===== src/rtl/xlc_pkg.sv =====
package xlc_pkg;

    localparam int VA_W       = 32;
    localparam int PAGE_SHIFT = 10;
    localparam int PPN_W      = VA_W - PAGE_SHIFT;
    localparam int EXC_W      = 12;
    localparam int OBITS_W    = $clog2(VA_W + 1);

    localparam logic [VA_W-1:0] FOLD_LO   = 32'h8000_0000;
    localparam logic [VA_W-1:0] FOLD_HI   = 32'hBFFF_FFFF;
    localparam logic [VA_W-1:0] PASS_LO   = 32'hE000_0000;
    localparam logic [VA_W-1:0] USERWIN_HI = 32'hE3FF_FFFF;
    localparam logic [VA_W-1:0] FOLD_MASK = 32'h1FFF_FFFF;

    localparam logic [EXC_W-1:0] EXC_NONE      = 12'h000;
    localparam logic [EXC_W-1:0] EXC_MISS_RD   = 12'h040;
    localparam logic [EXC_W-1:0] EXC_MISS_WR   = 12'h060;
    localparam logic [EXC_W-1:0] EXC_FIRST_WR  = 12'h080;
    localparam logic [EXC_W-1:0] EXC_PROT_RD   = 12'h0A0;
    localparam logic [EXC_W-1:0] EXC_PROT_WR   = 12'h0C0;
    localparam logic [EXC_W-1:0] EXC_ADDR_RD   = 12'h0C0;
    localparam logic [EXC_W-1:0] EXC_ADDR_WR   = 12'h100;
    localparam logic [EXC_W-1:0] EXC_MULTI     = 12'h140;

    typedef enum logic [1:0] {
        ACC_FETCH = 2'd0,
        ACC_READ  = 2'd1,
        ACC_WRITE = 2'd2,
        ACC_RSVD  = 2'd3
    } acc_e;

    typedef enum logic [1:0] {
        LK_MISS   = 2'd0,
        LK_HIT    = 2'd1,
        LK_MULTI  = 2'd2,
        LK_MULTI3 = 2'd3
    } look_e;

    typedef enum logic [1:0] {
        RG_XLATE = 2'd0,
        RG_FOLD  = 2'd1,
        RG_PASS  = 2'd2
    } region_e;

    typedef struct packed {
        logic             fault;
        logic [EXC_W-1:0] code;
    } verdict_t;

    typedef struct packed {
        logic [PPN_W-1:0] ppn;
        logic [1:0]       size;
        logic [1:0]       prot;
        logic             dirty;
    } entry_t;

    function automatic logic [OBITS_W-1:0] offset_bits(input logic [1:0] sz);
        case (sz)
            2'd0:    return OBITS_W'(10);
            2'd1:    return OBITS_W'(12);
            2'd2:    return OBITS_W'(16);
            default: return OBITS_W'(20);
        endcase
    endfunction

    function automatic verdict_t mk_fault(input logic [EXC_W-1:0] c);
        verdict_t v;
        v.fault = 1'b1;
        v.code  = c;
        return v;
    endfunction

    function automatic verdict_t mk_ok();
        verdict_t v;
        v.fault = 1'b0;
        v.code  = EXC_NONE;
        return v;
    endfunction

endpackage


===== src/rtl/xlc_region_decode.sv =====
module xlc_region_decode
    import xlc_pkg::*;
(
    input  logic [VA_W-1:0] va,
    input  logic            priv,
    input  logic            is_write,
    output region_e         kind,
    output verdict_t        verdict,
    output logic [VA_W-1:0] direct_pa
);
    logic in_fold;
    logic in_pass;
    logic in_userwin;

    always_comb begin
        in_fold    = (va >= FOLD_LO) && (va <= FOLD_HI);
        in_pass    = (va >= PASS_LO);
        in_userwin = in_pass && (va <= USERWIN_HI);

        if (in_fold)      kind = RG_FOLD;
        else if (in_pass) kind = RG_PASS;
        else              kind = RG_XLATE;

        verdict = mk_ok();
        if (!priv && (in_fold || (in_pass && !in_userwin)))
            verdict = mk_fault(is_write ? EXC_ADDR_WR : EXC_ADDR_RD);

        direct_pa = in_fold ? (va & FOLD_MASK) : va;
    end

    always_comb begin
        AST_USER_WINDOW_OPEN: assert (!(in_userwin && verdict.fault))
            else $error("user window must stay reachable");
    end

endmodule


===== src/rtl/xlc_tlb_permit.sv =====
module xlc_tlb_permit
    import xlc_pkg::*;
(
    input  look_e    look,
    input  logic     priv,
    input  logic     is_write,
    input  entry_t   ent,
    output verdict_t verdict
);
    always_comb begin
        verdict = mk_ok();
        unique case (look)
            LK_MISS:
                verdict = mk_fault(is_write ? EXC_MISS_WR : EXC_MISS_RD);
            LK_HIT: begin
                if (!priv && !ent.prot[1])
                    verdict = mk_fault(is_write ? EXC_PROT_WR : EXC_PROT_RD);
                else if (is_write && !ent.prot[0])
                    verdict = mk_fault(EXC_PROT_WR);
                else if (is_write && !ent.dirty)
                    verdict = mk_fault(EXC_FIRST_WR);
            end
            default:
                verdict = mk_fault(EXC_MULTI);
        endcase
    end

    always_comb begin
        AST_FIRST_WRITE_ONLY_ON_WRITE: assert (!(verdict.code == EXC_FIRST_WR) || (is_write && look == LK_HIT && ent.prot[0]))
            else $error("initial write fault without a permitted write hit");
        AST_HIT_READ_PRIV_OK: assert (!(look == LK_HIT && priv && !is_write) || !verdict.fault)
            else $error("privileged read hit faulted");
    end

endmodule


===== src/rtl/xlc_page_compose.sv =====
module xlc_page_compose
    import xlc_pkg::*;
(
    input  logic [VA_W-1:0]  va,
    input  logic [PPN_W-1:0] ppn,
    input  logic [1:0]       size,
    output logic [VA_W-1:0]  pa
);
    logic [OBITS_W-1:0] obits;
    logic [VA_W-1:0]    off_mask;
    logic [VA_W-1:0]    frame;

    always_comb begin
        obits    = offset_bits(size);
        off_mask = ({{(VA_W-1){1'b0}}, 1'b1} << obits) - {{(VA_W-1){1'b0}}, 1'b1};
        frame    = {ppn, {PAGE_SHIFT{1'b0}}};
        pa       = (frame & ~off_mask) | (va & off_mask);
    end

    always_comb begin
        AST_OFFSET_FROM_VA: assert (pa[PAGE_SHIFT-1:0] == va[PAGE_SHIFT-1:0])
            else $error("low offset bits lost");
        AST_TOP_FROM_PPN: assert (pa[VA_W-1:VA_W-4] == ppn[PPN_W-1:PPN_W-4])
            else $error("top frame bits lost");
    end

endmodule


===== src/rtl/vaddr_xlate_check.sv =====
module vaddr_xlate_check
    import xlc_pkg::*;
(
    input  logic [31:0] vaddr,
    input  logic [1:0]  access_kind,
    input  logic        priv_mode,
    input  logic        mmu_en,
    input  logic [1:0]  lookup_stat,
    input  logic [21:0] ent_ppn,
    input  logic [1:0]  ent_size,
    input  logic [1:0]  ent_prot,
    input  logic        ent_dirty,
    output logic [31:0] paddr,
    output logic        fault,
    output logic [11:0] exc_code
);
    logic            is_write;
    region_e         rkind;
    verdict_t        rg_verdict;
    verdict_t        tl_verdict;
    logic [VA_W-1:0] direct_pa;
    logic [VA_W-1:0] page_pa;
    entry_t          ent;

    assign is_write = (acc_e'(access_kind) == ACC_WRITE);
    assign ent      = '{ppn: ent_ppn, size: ent_size, prot: ent_prot, dirty: ent_dirty};

    xlc_region_decode u_region (
        .va        (vaddr),
        .priv      (priv_mode),
        .is_write  (is_write),
        .kind      (rkind),
        .verdict   (rg_verdict),
        .direct_pa (direct_pa)
    );

    xlc_tlb_permit u_permit (
        .look     (look_e'(lookup_stat)),
        .priv     (priv_mode),
        .is_write (is_write),
        .ent      (ent),
        .verdict  (tl_verdict)
    );

    xlc_page_compose u_compose (
        .va   (vaddr),
        .ppn  (ent_ppn),
        .size (ent_size),
        .pa   (page_pa)
    );

    always_comb begin
        fault    = 1'b0;
        exc_code = EXC_NONE;
        paddr    = '0;
        if (rkind != RG_XLATE) begin
            if (rg_verdict.fault) begin
                fault    = 1'b1;
                exc_code = rg_verdict.code;
            end else begin
                paddr = direct_pa;
            end
        end else if (!mmu_en) begin
            paddr = vaddr & FOLD_MASK;
        end else if (tl_verdict.fault) begin
            fault    = 1'b1;
            exc_code = tl_verdict.code;
        end else begin
            paddr = page_pa;
        end
    end

    always_comb begin
        AST_FOLD_PRIV_CLEAN: assert (!(priv_mode && vaddr >= FOLD_LO && vaddr <= FOLD_HI) || (!fault && paddr[31:29] == 3'b000))
            else $error("privileged folded access misbehaved");
        AST_PASS_PRIV_CLEAN: assert (!(priv_mode && vaddr >= PASS_LO) || (!fault && paddr == vaddr))
            else $error("privileged pass-through access misbehaved");
        AST_MMU_OFF_CLEAN: assert (!(!mmu_en && vaddr < FOLD_LO) || !fault)
            else $error("disabled translation faulted");
        AST_MULTI_CODE: assert (!(mmu_en && vaddr < FOLD_LO && lookup_stat[1]) || exc_code == EXC_MULTI)
            else $error("multiple hit code wrong");
        AST_CODE_ZERO_WHEN_OK: assert (fault || exc_code == EXC_NONE)
            else $error("code set without fault");
    end

endmodule


===== config.mk =====
export PLATFORM = sky130hd
export DESIGN_NAME = vaddr_xlate_check
export DESIGN_NICKNAME = d
export VERILOG_FILES = /design/src/rtl/xlc_pkg.sv /design/src/rtl/xlc_region_decode.sv /design/src/rtl/xlc_tlb_permit.sv /design/src/rtl/xlc_page_compose.sv /design/src/rtl/vaddr_xlate_check.sv
export SDC_FILE = /design/constraint.sdc
export NUM_CORES = 1
export LEC_CHECK = 0
export BUFFER_PORTS_ARGS = -buffer_cell sky130_fd_sc_hd__buf_4
export CORE_ASPECT_RATIO = 1.2
export CORE_MARGIN = 3
export CORE_UTILIZATION = 50
export DETAILED_ROUTE_END_ITERATION = 6
export GPL_TIMING_DRIVEN = 0
export PLACE_DENSITY_LB_ADDON = 0.2
export SLEW_MARGIN = 20
export SYNTH_ARGS = -nofsm -noshare
export SYNTH_HDL_FRONTEND = slang
export SYNTH_HIERARCHICAL = 1
export SYNTH_SLANG_ARGS = --single-unit

===== constraint.sdc =====
create_clock -name vclk -period 4.1
set_input_delay 0.615 -clock vclk [all_inputs]
set_output_delay 0.615 -clock vclk [all_outputs]
set_load 0.01 [all_outputs]

Yosys cells after proc, flatten, opt, wreduce, memory -nomap -nowiden
Index checks and enable logic that the tools add are counted.
- add/sub/neg operators: 1
- $lt $le $gt $ge: 4
- eq/ne operators: 4
- shift-type cells: 1
- mux-type cells: 24
- bitwise logic cells: 4
- reductions and logical operators: 16
- operator list (kind ; number):
    2-to-1 mux 32 bit ; 5
    AND 32 bit ; 2
    >= comparator 32 bit (second input constant) ; 2
    less-or-equal comparator 32 bit (second input constant) ; 2
    2-to-1 mux 13 bit ; 4
    2-to-1 mux 12 bit ; 4
    inverter 32 bit ; 1
    bitwise OR 32 bit ; 1
    << shifter 1 x 5 -> 32 bit (first input constant) ; 1
    subtractor 32 x 1 -> 32 bit (second input constant) ; 1
    one-hot mux 13 bit (2 select lines) ; 1
    one-hot mux 5 bit (3 select lines) ; 1
    2-to-1 mux 9 bit ; 1
    logical AND 1 bit ; 7
    2-to-1 mux 7 bit ; 1
    2-to-1 mux 6 bit ; 1
    logical NOT 1 bit ; 5
    equality test 2 x 1 -> 1 bit (second input constant) ; 2
    equality test 2 bit (second input constant) ; 2
    logical NOT 2 bit ; 2
    2-to-1 mux 1 bit ; 4
    2-to-1 mux 2 bit ; 2
    nonzero test 2 bit ; 1
    logical OR 1 bit ; 1
- register bits after elaboration: 0
- input bits: 65
- output and inout port bits: 45
- logic and storage cells: 54

Longest topological paths before layout
- depth after elaboration: 10
- gate-level depth with buffers: 10
- gate-level depth less buffers: 9

By module
The synthesis kept the hierarchy.
- modules (own cells, without submodules) (module ; times used ; cells an instance ; area each (um^2) ; seq. area each (um^2)):
    vaddr_xlate_check ; 1 ; 163 ; 1159.9 ; 0.0
    xlc_region_decode ; 1 ; 52 ; 406.6 ; 0.0
    xlc_page_compose ; 1 ; 43 ; 304.0 ; 0.0
    xlc_tlb_permit ; 1 ; 20 ; 138.9 ; 0.0

Worst setup path before layout
No wires, ideal clock.
- path kind: in2out
- start: input ent_size[1]
- end: output paddr[2]
- data arrival time: 1986 ps
- data required time: 3485 ps
- path slack: 1499 ps
- stages on the path: 10
- path buffers: 1
- path through: buf_4 nor2_1 inv_1 ha_1 nor3b_2 inv_1 ha_1 nor2b_1 a21oi_2 a21oi_2
- longest elaborated chain between the ends: 10
- ends and longest elaborated chain (item ; line ; source):
    from (decl) ; vaddr_xlate_check.sv:10 ; input logic [1:0] ent_size,
    equality test 2 bit (tied with other cells) ; xlc_pkg.sv:58 ; case (sz)
    one-hot mux 5 bit (3 select lines) (*) ; xlc_pkg.sv:58 ;
    << shifter 1 x 5 -> 32 bit (*) ; xlc_page_compose.sv:15 ; off_mask = ({{(VA_W-1){1'b0}}, 1'b1} << obits) - {{(VA_W-1){1'b0}}, 1'b1};
    subtractor 32 x 1 -> 32 bit (*) ; xlc_page_compose.sv:15 ;
    inverter 32 bit ; xlc_page_compose.sv:17 ; pa = (frame & ~off_mask) | (va & off_mask);
    AND 32 bit ; xlc_page_compose.sv:17 ;
    bitwise OR 32 bit (*) ; xlc_page_compose.sv:17 ;
    net page_pa[2] ; vaddr_xlate_check.sv:22 ; logic [VA_W-1:0] page_pa;
    2-to-1 mux 32 bit (*) ; vaddr_xlate_check.sv:65 ; end else if (tl_verdict.fault) begin
    2-to-1 mux 32 bit (*) ; vaddr_xlate_check.sv:63 ; end else if (!mmu_en) begin
    2-to-1 mux 32 bit (*) ; vaddr_xlate_check.sv:56 ; if (rkind != RG_XLATE) begin
    to (decl) ; vaddr_xlate_check.sv:13 ; output logic [31:0] paddr,
Mark *: on every way through the listed nets, which the timed path passes. The rest lies on a longest branch.

==> impl_results.md <==
- Maximum VDD drop: between 0.06 and 0.07 mV
- Final hold vios: 0
- Sequential cell count: 0
- Min cycle time layout: between 2000 and 3000 ps
- RSZ-0062 raised after global routing: false
- Hold Path Class: in -> out
- Via density: 4.913
- # hold bufs at CTS: 0
- Fin nets: 452
- Power Dens Cells: approximately 120 nW/um^2
- GP Congestion: slightly above 0.8
- Critical path capture point type: output port
- Largest net degree at the start of global routing: 11
- Synthesized area: about 2000 um^2
- Clock buffer count: 0
- Fill cell count: around 300
- DR DRC count: 0
- Max_cap viols: 0
- Post-CTS Setup Inserts: 0
- PortBufs: 90
- Final period util: 0.7045
- Global-route met1 utilization: 0.2165
- Critical path arrival: between 2000 and 2500 ps
- Synth cell count leaders: 54 x a21oi_2, 53 x buf_4, 37 x nor2b_1, 34 x a21oi_1, 19 x clkbuf_1
- WL final: 5.289 mm
- Vias: between 2000 and 2500
- Synth cell types: 38
- Required @ worst endpoint: 3480 ps
- Max Freq: about 350 MHz
- Mean routed wirelength per cell: around 12 um
- Initial DRT Pass Iterations: 4
- Syn Inst Count: roughly 280
- Final Power: between 0.0003 and 0.0004 W
- Synth warn: 6
- Top Ports: 110
- Most Crowded Layer GR: met2
- Top cells by area, synth: a21oi_2 24%, buf_4 20%, nor2b_1 12%
- Global-route wire length before repair: roughly 8.3 mm
- P&R area growth vs syn: 39.66%
- Setup TNS Final: 0 ps
- Status: completed
- Die width: 63.87 um
- Share of cells above drive strength 1: 0.6031
- Post-synth top area cell: a21oi_2
- Die ar.: just under 5000 um^2
- Post-cts gate resize count: 0
- Die height: 75.45 um
- Setup Viol. Count Final: 0
- Antenna Cells: 0
- Total global routing overflow: 0
- Vias in the first global route: between 1500 and 2000
- Slew Viols, Final: 0
- Syn_area_per_cell: between 7 and 8 um^2
- Leakage power: between 1 and 1.5 nW
- Met2 Track Usage GR: 0.4282
- Post-DRT Antenna Nets: 0
- Initial antenna violation count: 0
- Register area share after synthesis: 0
- Initial Util: 0.5353
- Kind of critical path: in -> out
- CP Launch Type: input pin
- Core Area: about 3800 um^2
- FF+latch area: 0 um^2
- Starting DRC count in detailed routing: 65
- M3 GR Usage: 0.02950
- GRT Util Overall: 0.2017
- DP HPWL: ~4.4 mm
- Worst Path Max Fanout: 10
- Yosys top cell area share: 0.2354
- Num rows: 24
- Count leader, synth: a21oi_2
## metal layers
layer  vias to the layer above  part of all wire
li1                       1092                 -
met5                         -                 0
met4                         0            0.0061
met2                        55              0.54
met3                         4             0.058
met1                       986              0.40
## cells by family (layout without fill, tap and decap cells)
group / count (synthesis) / after routing / synth area share
multiplexers: 11 / 11 / 0.06164
other: 3 / 18 / 0.005604
AND/OR/NAND/NOR: 69 / 69 / 0.2316
AO/OA/AOI/OAI: 107 / 107 / 0.3960
adder cells (fa/ha/maj): 2 / 2 / 0.01245
buffers and inverters: 86 / 176 / 0.2927
## final timing paths
| kind | startpoint | end | slack [ps] | cells after the start |
|---|---|---|---|---|
| hold / removal | ent_ppn[19] | paddr[29] | 1540 | 4 |
| setup / recovery | access_kind[0] | paddr[11] | 1210 | 10 |
## stage by stage
| step | utilization | instance area (um^2) | hold WS (ps) | instances | setup slack, ps |
|---|---|---|---|---|---|
| after floorplan | - | 2066 | 1426 | 293 | 1499 |
| after global placement | 0.7477 | 2806 | 1537 | 435 | 1218 |
| after detailed placement | 0.7477 | 2806 | 1538 | 435 | 1180 |
| after CTS | 0.7477 | 2806 | 1538 | 435 | 1189 |
| after global routing | 0.7477 | 2806 | 1562 | 435 | 1069 |
| final | 0.7477 | 2806 | 1539 | 435 | 1211 |
## critical path, stage by stage
cell	delay, ps
buf_4	110
nor2b_1	320
a21bo_2	280
nand3_1	100
and2b_1	190
buf_6	140
buf_12	140
a21oi_2	160
a21oi_2	70
buf_4	150
## report_power, final
| part | leakage [nW] | total, W | internal, W | switching (W) |
|---|---|---|---|---|
| sequential | 0 | 0 | 0 | 0 |
| clock | 0 | 0 | 0 | 0 |
| combinational | 1.29 | 0.000338 | 0.000185 | 0.000153 |
| total | 1.29 | 0.000338 | 0.000185 | 0.000153 |
## cell usage in the layout (no fill, tap or decap), types with 3 or more instances in the layout
cell type  instances
a21oi_2           54
conb_1            18
nand2_1            4
and2_1             4
clkbuf_1          19
nor2b_1           37
a21oi_1           34
buf_2              6
nand2b_1           3
nand3_1            4
o21ai_1            3
mux2_2            11
a22o_1            12
buf_4            143
## area by class of cell
class | count | area [um^2] | area share
tap | 52 | 65.06 | 0.02318
multi-input combinational | 207 | 1478 | 0.5265
timing repair buffer | 90 | 675.6 | 0.2407
buffer | 83 | 576.8 | 0.2055
inverter | 3 | 11.26 | 0.004012
Note: power is estimated with default switching activity, not from simulation.
